--- config.mk ---
export PLATFORM = sky130hd
export DESIGN_NAME = fpm_ctrl
export DESIGN_NICKNAME = d
export VERILOG_FILES = /design/src/rtl/fpm_pkg.sv /design/src/rtl/fpm_req_reg.sv /design/src/rtl/fpm_seq.sv /design/src/rtl/fpm_strobe.sv /design/src/rtl/fpm_ctrl.sv
export SDC_FILE = /design/constraint.sdc
export NUM_CORES = 1
export LEC_CHECK = 0
export BUFFER_PORTS_ARGS = -buffer_cell sky130_fd_sc_hd__buf_2
export CORE_AREA = 2 2 88 90
export CTS_BUF_LIST = sky130_fd_sc_hd__clkbuf_8
export CTS_CLUSTER_DIAMETER = 150
export DETAILED_ROUTE_END_ITERATION = 6
export DIE_AREA = 0 0 90 92
export SYNTH_ARGS = -nofsm -noshare
export SYNTH_HDL_FRONTEND = slang
export SYNTH_SLANG_ARGS = --single-unit
--- constraint.sdc ---
create_clock -name clk -period 4.1 [get_ports clk]
set_input_delay 0.615 -clock clk [delete_from_list [all_inputs] [get_ports clk]]
set_output_delay 0.615 -clock clk [all_outputs]
set_load 0.02 [all_outputs]
--- src/rtl/fpm_pkg.sv ---
package fpm_pkg;
    typedef enum logic [2:0] {
        ST_IDLE = 3'd0,
        ST_Q1   = 3'd1,
        ST_Q2   = 3'd2,
        ST_Q3   = 3'd3,
        ST_Q4   = 3'd4,
        ST_Q5   = 3'd5
    } fpm_state_e;
endpackage

--- src/rtl/fpm_req_reg.sv ---
module fpm_req_reg #(
    parameter int ROW_W = 9,
    parameter int COL_W = 9,
    localparam int ADDR_W = ROW_W + COL_W + 1
) (
    input  logic              clk,
    input  logic              rst_n,
    input  logic              take,
    input  logic [ADDR_W-1:0] in_addr,
    input  logic              in_write,
    input  logic [1:0]        in_be,
    input  logic [15:0]       in_wdata,
    output logic [ROW_W-1:0]  r_row,
    output logic [COL_W-1:0]  r_col,
    output logic              r_write,
    output logic [1:0]        r_be,
    output logic [15:0]       r_wdata,
    output logic              page_hit
);
    logic [ROW_W-1:0] in_row;
    logic [COL_W-1:0] in_col;

    // address bit 0 selects a byte inside the word and is dropped
    assign in_col   = in_addr[COL_W:1];
    assign in_row   = in_addr[ADDR_W-1:COL_W+1];
    // the latched row is the row held open while RAS is low
    assign page_hit = (in_row == r_row);

    always_ff @(posedge clk) begin
        if (!rst_n) begin
            r_row   <= '0;
            r_col   <= '0;
            r_write <= 1'b0;
            r_be    <= 2'b00;
            r_wdata <= '0;
        end else if (take) begin
            r_row   <= in_row;
            r_col   <= in_col;
            r_write <= in_write;
            r_be    <= in_be;
            r_wdata <= in_wdata;
        end
    end
endmodule

--- src/rtl/fpm_seq.sv ---
module fpm_seq
    import fpm_pkg::*;
(
    input  logic       clk,
    input  logic       rst_n,
    input  logic       req_valid,
    input  logic       page_hit,
    output fpm_state_e state,
    output logic       take,
    output logic       ready,
    output logic       done
);
    fpm_state_e nxt;

    always_ff @(posedge clk) begin
        if (!rst_n) begin
            state <= ST_IDLE;
            done  <= 1'b0;
        end else begin
            state <= nxt;
            done  <= (state == ST_Q5);
        end
    end

    always_comb begin
        nxt   = state;
        ready = 1'b0;
        unique case (state)
            ST_IDLE: begin
                ready = 1'b1;
                nxt   = req_valid ? ST_Q1 : ST_IDLE;
            end
            ST_Q1: nxt = ST_Q2;
            ST_Q2: nxt = ST_Q3;
            ST_Q3: nxt = ST_Q4;
            ST_Q4: nxt = ST_Q5;
            ST_Q5: begin
                ready = 1'b1;
                if (!req_valid)    nxt = ST_IDLE;
                else if (page_hit) nxt = ST_Q4;
                else               nxt = ST_Q1;
            end
            default: nxt = ST_IDLE;
        endcase
    end

    assign take = ready && req_valid;
endmodule

--- src/rtl/fpm_strobe.sv ---
module fpm_strobe
    import fpm_pkg::*;
#(
    parameter int ROW_W = 9,
    parameter int COL_W = 9,
    localparam int MA_W = (ROW_W > COL_W) ? ROW_W : COL_W
) (
    input  fpm_state_e       state,
    input  logic             cfg_two_cas,
    input  logic [ROW_W-1:0] r_row,
    input  logic [COL_W-1:0] r_col,
    input  logic             r_write,
    input  logic [1:0]       r_be,
    input  logic [15:0]      r_wdata,
    output logic [MA_W-1:0]  dram_addr,
    output logic             ras_n,
    output logic [1:0]       cas_n,
    output logic [1:0]       we_n,
    output logic [15:0]      dq_out,
    output logic             dq_oe
);
    logic [1:0] we_write;
    logic [1:0] cas_col;

    // lane qualification for the two strobe styles
    assign we_write = cfg_two_cas ? 2'b00 : ~r_be;
    assign cas_col  = (cfg_two_cas && r_write) ? ~r_be : 2'b00;

    always_comb begin
        dram_addr = '0;
        ras_n     = 1'b1;
        cas_n     = 2'b11;
        we_n      = 2'b11;
        dq_out    = '0;
        dq_oe     = 1'b0;
        unique case (state)
            ST_IDLE: ;
            ST_Q1: dram_addr = MA_W'(r_row);
            ST_Q2, ST_Q3: begin
                dram_addr = MA_W'(r_row);
                ras_n     = 1'b0;
            end
            ST_Q4, ST_Q5: begin
                dram_addr = MA_W'(r_col);
                ras_n     = 1'b0;
                if (r_write) begin
                    we_n   = we_write;
                    dq_out = r_wdata;
                    dq_oe  = 1'b1;
                end
                if (state == ST_Q5) cas_n = cas_col;
            end
            default: ;
        endcase
    end
endmodule

--- src/rtl/fpm_ctrl.sv ---
module fpm_ctrl
    import fpm_pkg::*;
#(
    parameter int ROW_W = 9,
    parameter int COL_W = 9,
    localparam int ADDR_W = ROW_W + COL_W + 1,
    localparam int MA_W = (ROW_W > COL_W) ? ROW_W : COL_W
) (
    input  logic              clk,
    input  logic              rst_n,
    input  logic              cfg_two_cas,
    input  logic              req_valid,
    input  logic              req_write,
    input  logic [1:0]        req_be,
    input  logic [ADDR_W-1:0] req_addr,
    input  logic [15:0]       req_wdata,
    output logic              req_ready,
    output logic [15:0]       rd_data,
    output logic              done,
    output logic [MA_W-1:0]   dram_addr,
    output logic              ras_n,
    output logic [1:0]        cas_n,
    output logic [1:0]        we_n,
    output logic [15:0]       dq_out,
    output logic              dq_oe,
    input  logic [15:0]       dq_in
);
    fpm_state_e       state;
    logic             take;
    logic             page_hit;
    logic [ROW_W-1:0] r_row;
    logic [COL_W-1:0] r_col;
    logic             r_write;
    logic [1:0]       r_be;
    logic [15:0]      r_wdata;

    fpm_req_reg #(.ROW_W(ROW_W), .COL_W(COL_W)) u_req (
        .clk(clk), .rst_n(rst_n), .take(take),
        .in_addr(req_addr), .in_write(req_write), .in_be(req_be), .in_wdata(req_wdata),
        .r_row(r_row), .r_col(r_col), .r_write(r_write), .r_be(r_be), .r_wdata(r_wdata),
        .page_hit(page_hit)
    );

    fpm_seq u_seq (
        .clk(clk), .rst_n(rst_n), .req_valid(req_valid), .page_hit(page_hit),
        .state(state), .take(take), .ready(req_ready), .done(done)
    );

    fpm_strobe #(.ROW_W(ROW_W), .COL_W(COL_W)) u_strb (
        .state(state), .cfg_two_cas(cfg_two_cas),
        .r_row(r_row), .r_col(r_col), .r_write(r_write), .r_be(r_be), .r_wdata(r_wdata),
        .dram_addr(dram_addr), .ras_n(ras_n), .cas_n(cas_n), .we_n(we_n),
        .dq_out(dq_out), .dq_oe(dq_oe)
    );

    // read capture at the end of the CAS phase
    always_ff @(posedge clk) begin
        if (!rst_n)                          rd_data <= '0;
        else if (state == ST_Q5 && !r_write) rd_data <= dq_in;
    end
endmodule

# Word-level counts from Yosys, hierarchy flattened
# Cells that the tools add are included.
[word_totals]
regBits = 57
inputBits = 58
out_inout_bits = 49
elab_cells = 41
[op_classes]
eq_ne = 6
mux = 17
bitwise_logic = 1
n_reduce_logical = 9
[ops]
columns = ["operator", "n"]
rows = [
  ["$mux 16", 2],
  ["$pmux 3 s6", 1],
  ["$pmux 9 s2", 1],
  ["$mux 2", 6],
  ["$eq 9x9->1", 1],
  ["$eq 3x2->1 const B", 2],
  ["$eq 3x3->1 const B", 2],
  ["$mux 3", 2],
  ["$mux 1", 5],
  ["$reduce_or 2->1", 2],
  ["$reduce_or 4->1", 1],
  ["$eq 3x1->1 const B", 1],
  ["$logic_and 1x1->1", 3],
  ["$logic_not 3->1", 1],
  ["$reduce_or 3->1", 1],
  ["$not 2->2", 1],
  ["$logic_not 1->1", 1],
]

# Logic depth before layout (Yosys ltp)
[depth]
word_depth = 4
ltp_mapped = 7

# By module
# A second synthesis with hierarchy kept.
[unflattened]
cells_unflattened = 261
hier_area_um2 = 2653.8
[by_module_without_submodules]
columns = ["mod", "instances", "cells_per_inst", "area_each_um2", "seq_area_each_um2"]
rows = [
  ["fpm_req_reg", 1, 130, 1521.5, 740.7],
  ["fpm_ctrl", 1, 70, 655.6, 320.3],
  ["fpm_strobe", 1, 40, 286.5, 0.0],
  ["fpm_seq", 1, 21, 190.2, 80.1],
]

# Least setup slack after synthesis
# OpenSTA, ideal clock, no wires.
[synth_path]
path_kind = "flip-flop to output port"
startpoint = "register u_seq.state[0]"
endpoint = "output port dram_addr[0]"
arrival_time_ps = 1250
required_ps = 3485
path_slack_ps = 2235
path_stages_with_launch = 5
cell_sequence = "dfxtp_1 -> buf_4 -> inv_1 -> a21oi_1 -> a22o_1"
[synth_via]
elab_chain_cells = 3
word_cells_on_any_way = 8
cone_classes = "eq/ne: 5; mux: 1; reduce/logical: 2"
[synth_rtl]
columns = ["element", "line_no", "source"]
rows = [
  ["start: declaration", "fpm_seq.sv:8", "output fpm_state_e state,"],
  ["start signal: assignment", "fpm_seq.sv:20", "state <= nxt;"],
  ["$eq 3x1->1 (tied with other cells)", "fpm_strobe.sv:36", "unique case (state)"],
  ["$reduce_or 3->1 (no source line) / $reduce_or 2->1 (equally long branches)", "-", ""],
  ["$pmux 9 s2 *", "fpm_strobe.sv:36", ""],
  ["end: declaration", "fpm_ctrl.sv:20", "output logic [MA_W-1:0] dram_addr,"],
]
# Mark *: on every way between the ends. The rest lies on a longest branch, timed or not.

# Worst setup path in the final report
[layout_path]
startpoint = "register u_seq.state[2]"
endpoint = "output port we_n[0]"
[layout_via]
elab_chain_cells = 3
word_cells_on_any_way = 4
cone_classes = "eq/ne: 2; mux: 1; reduce/logical: 1"
[layout_rtl]
columns = ["element", "line_no", "source"]
rows = [
  ["$eq 3x3->1", "fpm_strobe.sv:36", ""],
  ["$reduce_or 2->1 *", "fpm_strobe.sv:36", ""],
  ["$mux 2 *", "fpm_strobe.sv:36", ""],
  ["end: declaration", "fpm_ctrl.sv:23", "output logic [1:0] we_n,"],
]
# Marked as above.

==> impl_metrics.csv <==
group,metric,value,unit
run_status,status,"complete, no violations",
finish,utilization,43.8,%
run,max_cap_violations,0,
sta,setup_tns,0,ps
synth,synth_cell_type_count,31,
synth,synth.top_cell.area_share,45.8,%
global_route,grt_pass1_wl,10600,um
clock_tree,cts_hold_buf,0,
synth,syn_avg_cell_area,8.11,um^2
route,drtAntennaViolNets,0,
clock_tree,insertion_delay,330,ps
finish,syn_to_final_growth,30.8,%
synth,syn_area,0.00249,mm^2
synth,yosysWarnings,0,
global_route,antenna_found_initial,0,
route,via_per_inst,4.58,
route,drt_iter0_markers,101,
floorplan,die_h,92,um
route,wl_per_cell,12.5,um
sta,tightest_slew,1100,ps
critical_path,critPathKind,"reg -> out",
sta,setup_viol,0,
critical_path,critPathLaunchType,"flip-flop",
synth,yosys_register_bits,57,
sta,hold_violations,0,
finish,final_area,0.00326,mm^2
synth,post-synth-top-area-cell,"dfxtp_1",
critical_path,slowest_delay,910,ps
critical_path,required,3480,ps
sta,max_slew_margin,26.7,%
synth,syn_nets,365,
clock_tree,cts_buffers,9,
floorplan,initial_core_util,33.5,%
synth,ys_seq_area_share,45.8,%
hold_path,hp-class,"reg -> reg",
sta,skew,7.88,ps
floorplan,pin_count,107,
sta,grt_setup_unrepaired,"false",
floorplan,die_w,90,um
global_route,grt_pass1_vias,2191,
clock_tree,clk_pin_slew_worst_paths,60,ps
power,p_leak,1.46,nW
synth,synth_cells,307,
critical_path,crit_slowest_cell,"and2b_1",
placement,place_ws,1550,ps
clock_tree,cts.repair.resized,0,
route,drt_first_pass_iters,4,
finish,diodes,0,
sta,holdWs,452,ps
sta,fmax,348,MHz
global_route,grt_util_all_layers,15.7,%
route,via_count,2332,
clock_tree,cts.sinks,57,
critical_path,crit_path_end_kind,"primary output",
synth,async_flop_share,0,%
power,peakVddDrop,0.000168,V
route,totalWireLength,6380,um
critical_path,cp_max_fo,34,
synth,synth_edf_count,0,
sta,finalCriticalPeriod,2870,ps
critical_path,crit_chain,"and2b_1 > and2_1 > o21ai_0 > buf_2",
floorplan,core_area,0.00745,mm^2
global_route,grt_overflow,0,
placement,gp_congestion,0.731,
floorplan,dieArea,0.00828,mm^2
critical_path,worstPathArrival,2260,ps
clock_tree,clockBufferDepth,2,
finish,drive_gt1_share,31.0,%
synth,ys_dominant_reg_cell,"dfxtp_1",
placement,port_buffers,105,
placement,place_hpwl,4280,um
sta,finalCritPeriodShare,70.1,%
clock_tree,post_cts_buffers,0,
clock_tree,htreeDepth,3,
route,drc_errors,0,
synth,synth_area_leaders,"dfxtp_1, nand2_1, a21boi_0, a21oi_1, and3_1",
clock_tree,root_buffer,"clkbuf_8",
placement,dpl_cell_area,0.00303,mm^2
sta,fin_ws,1230,ps
sta,maxSlewViolCount,0,
finish,final_nets,460,
clock_tree,cts_tree,"yes",
floorplan,placementRows,32,
global_route,grt_max_degree,38,
finish,nFillCells,798,
power,power_density,444,mW/mm^2
synthesized netlist by cell type, types with 2 or more instances:
cell / number
clkbuf_1: 10
nor2_1: 2
buf_6: 2
nand2_1: 111
a21boi_1: 10
buf_2: 2
buf_1: 2
dfxtp_1: 57
a21boi_0: 21
buf_4: 6
xnor2_1: 10
a21oi_1: 24
a22o_1: 9
and2_1: 2
o211ai_1: 2
inv_1: 3
and3_1: 18
o21ai_0: 3
final timing paths:
| kind | from | depth (start not counted) | end | slack, ps |
|---|---|---|---|---|
| max | u_seq.state[2] | 4 | we_n[0] | 1230 |
| min | rd_data[5] | 2 | rd_data[5] | 450 |
| max reg2reg | u_seq.state[2] | 4 | rd_data[3] | 1670 |
| min reg2reg | rd_data[5] | 2 | rd_data[5] | 450 |
logic make-up (layout without fill, tap and decap cells):
| kind of cell | after synthesis | after routing | synth area share, % |
|---|---|---|---|
| DFF | 57 | 57 | 45.8 |
| and+or+nand+nor | 143 | 143 | 25.5 |
| buffers and inverters | 25 | 125 | 5.37 |
| AOI/OAI and AO/OA | 71 | 71 | 19.1 |
| xor gates and xnor gates | 11 | 11 | 4.17 |
cell type report:
type / instances / area (um^2) / share of cell area (%)
clock buffer: 10 / 138 / 4.22
multi-input combinational: 225 / 1220 / 37.3
sequential: 57 / 1140 / 35.0
tap: 102 / 128 / 3.92
timing repair buffer: 106 / 533 / 16.4
inverter: 3 / 11.3 / 0.346
clock inverter: 6 / 91.3 / 2.80
registers in the layout, indices dropped and copies added (netlist names):
register       count
rd_data           16
u_req.r_be         2
u_req.r_col        9
u_req.r_row        9
u_req.r_wdata     16
u_req.r_write      1
u_seq.done         1
u_seq.state        3
metal layers:
metal	up-vias	global-route usage (%)	routed length, um
met1	1025	21.7	3210
li1	1208	-	-
met5	-	0	0
met3	11	4.19	487
met4	0	6.15	89
met2	88	23.3	2600
cells in the final DEF (no fill, tap or decap), types with 2 or more instances in the layout:
cell type | Yosys | final
and3_1 | 18 | 18
dfxtp_1 | 57 | 57
buf_2 | 2 | 105
a22o_1 | 9 | 9
inv_1 | 3 | 3
o21ai_0 | 3 | 3
clkbuf_8 | 0 | 10
a21boi_0 | 21 | 21
bufinv_16 | 0 | 2
a21boi_1 | 10 | 10
clkinvlp_4 | 0 | 3
nor2_1 | 2 | 2
nand2_1 | 111 | 111
and2_1 | 2 | 2
xnor2_1 | 10 | 10
o211ai_1 | 2 | 2
a21oi_1 | 24 | 24
power by group:
group | switching [W] | internal [W] | total (W) | leakage, nW
combinational | 0.000137 | 0.0000863 | 0.000223 | 0.889
sequential | 0.0000334 | 0.000595 | 0.000628 | 0.465
clock | 0.000235 | 0.000359 | 0.000595 | 0.105
per-stage QoR:
stage / cells / total power (W)
global placement: 493 / 0.000864
detailed placement: 493 / 0.000868
CTS: 509 / 0.00147
finish: 509 / 0.00145
global route: 509 / 0.00153
floorplan: 307 / 0.000796
critical path: cells and delay by family (launching register included):
kind | cells | cell delay [ps]
compound gates | 1 | 100
simple gates | 2 | 1190
buf+inv | 1 | 170
flops | 1 | 480
No activity file was read; power rests on OpenSTA's default activity.
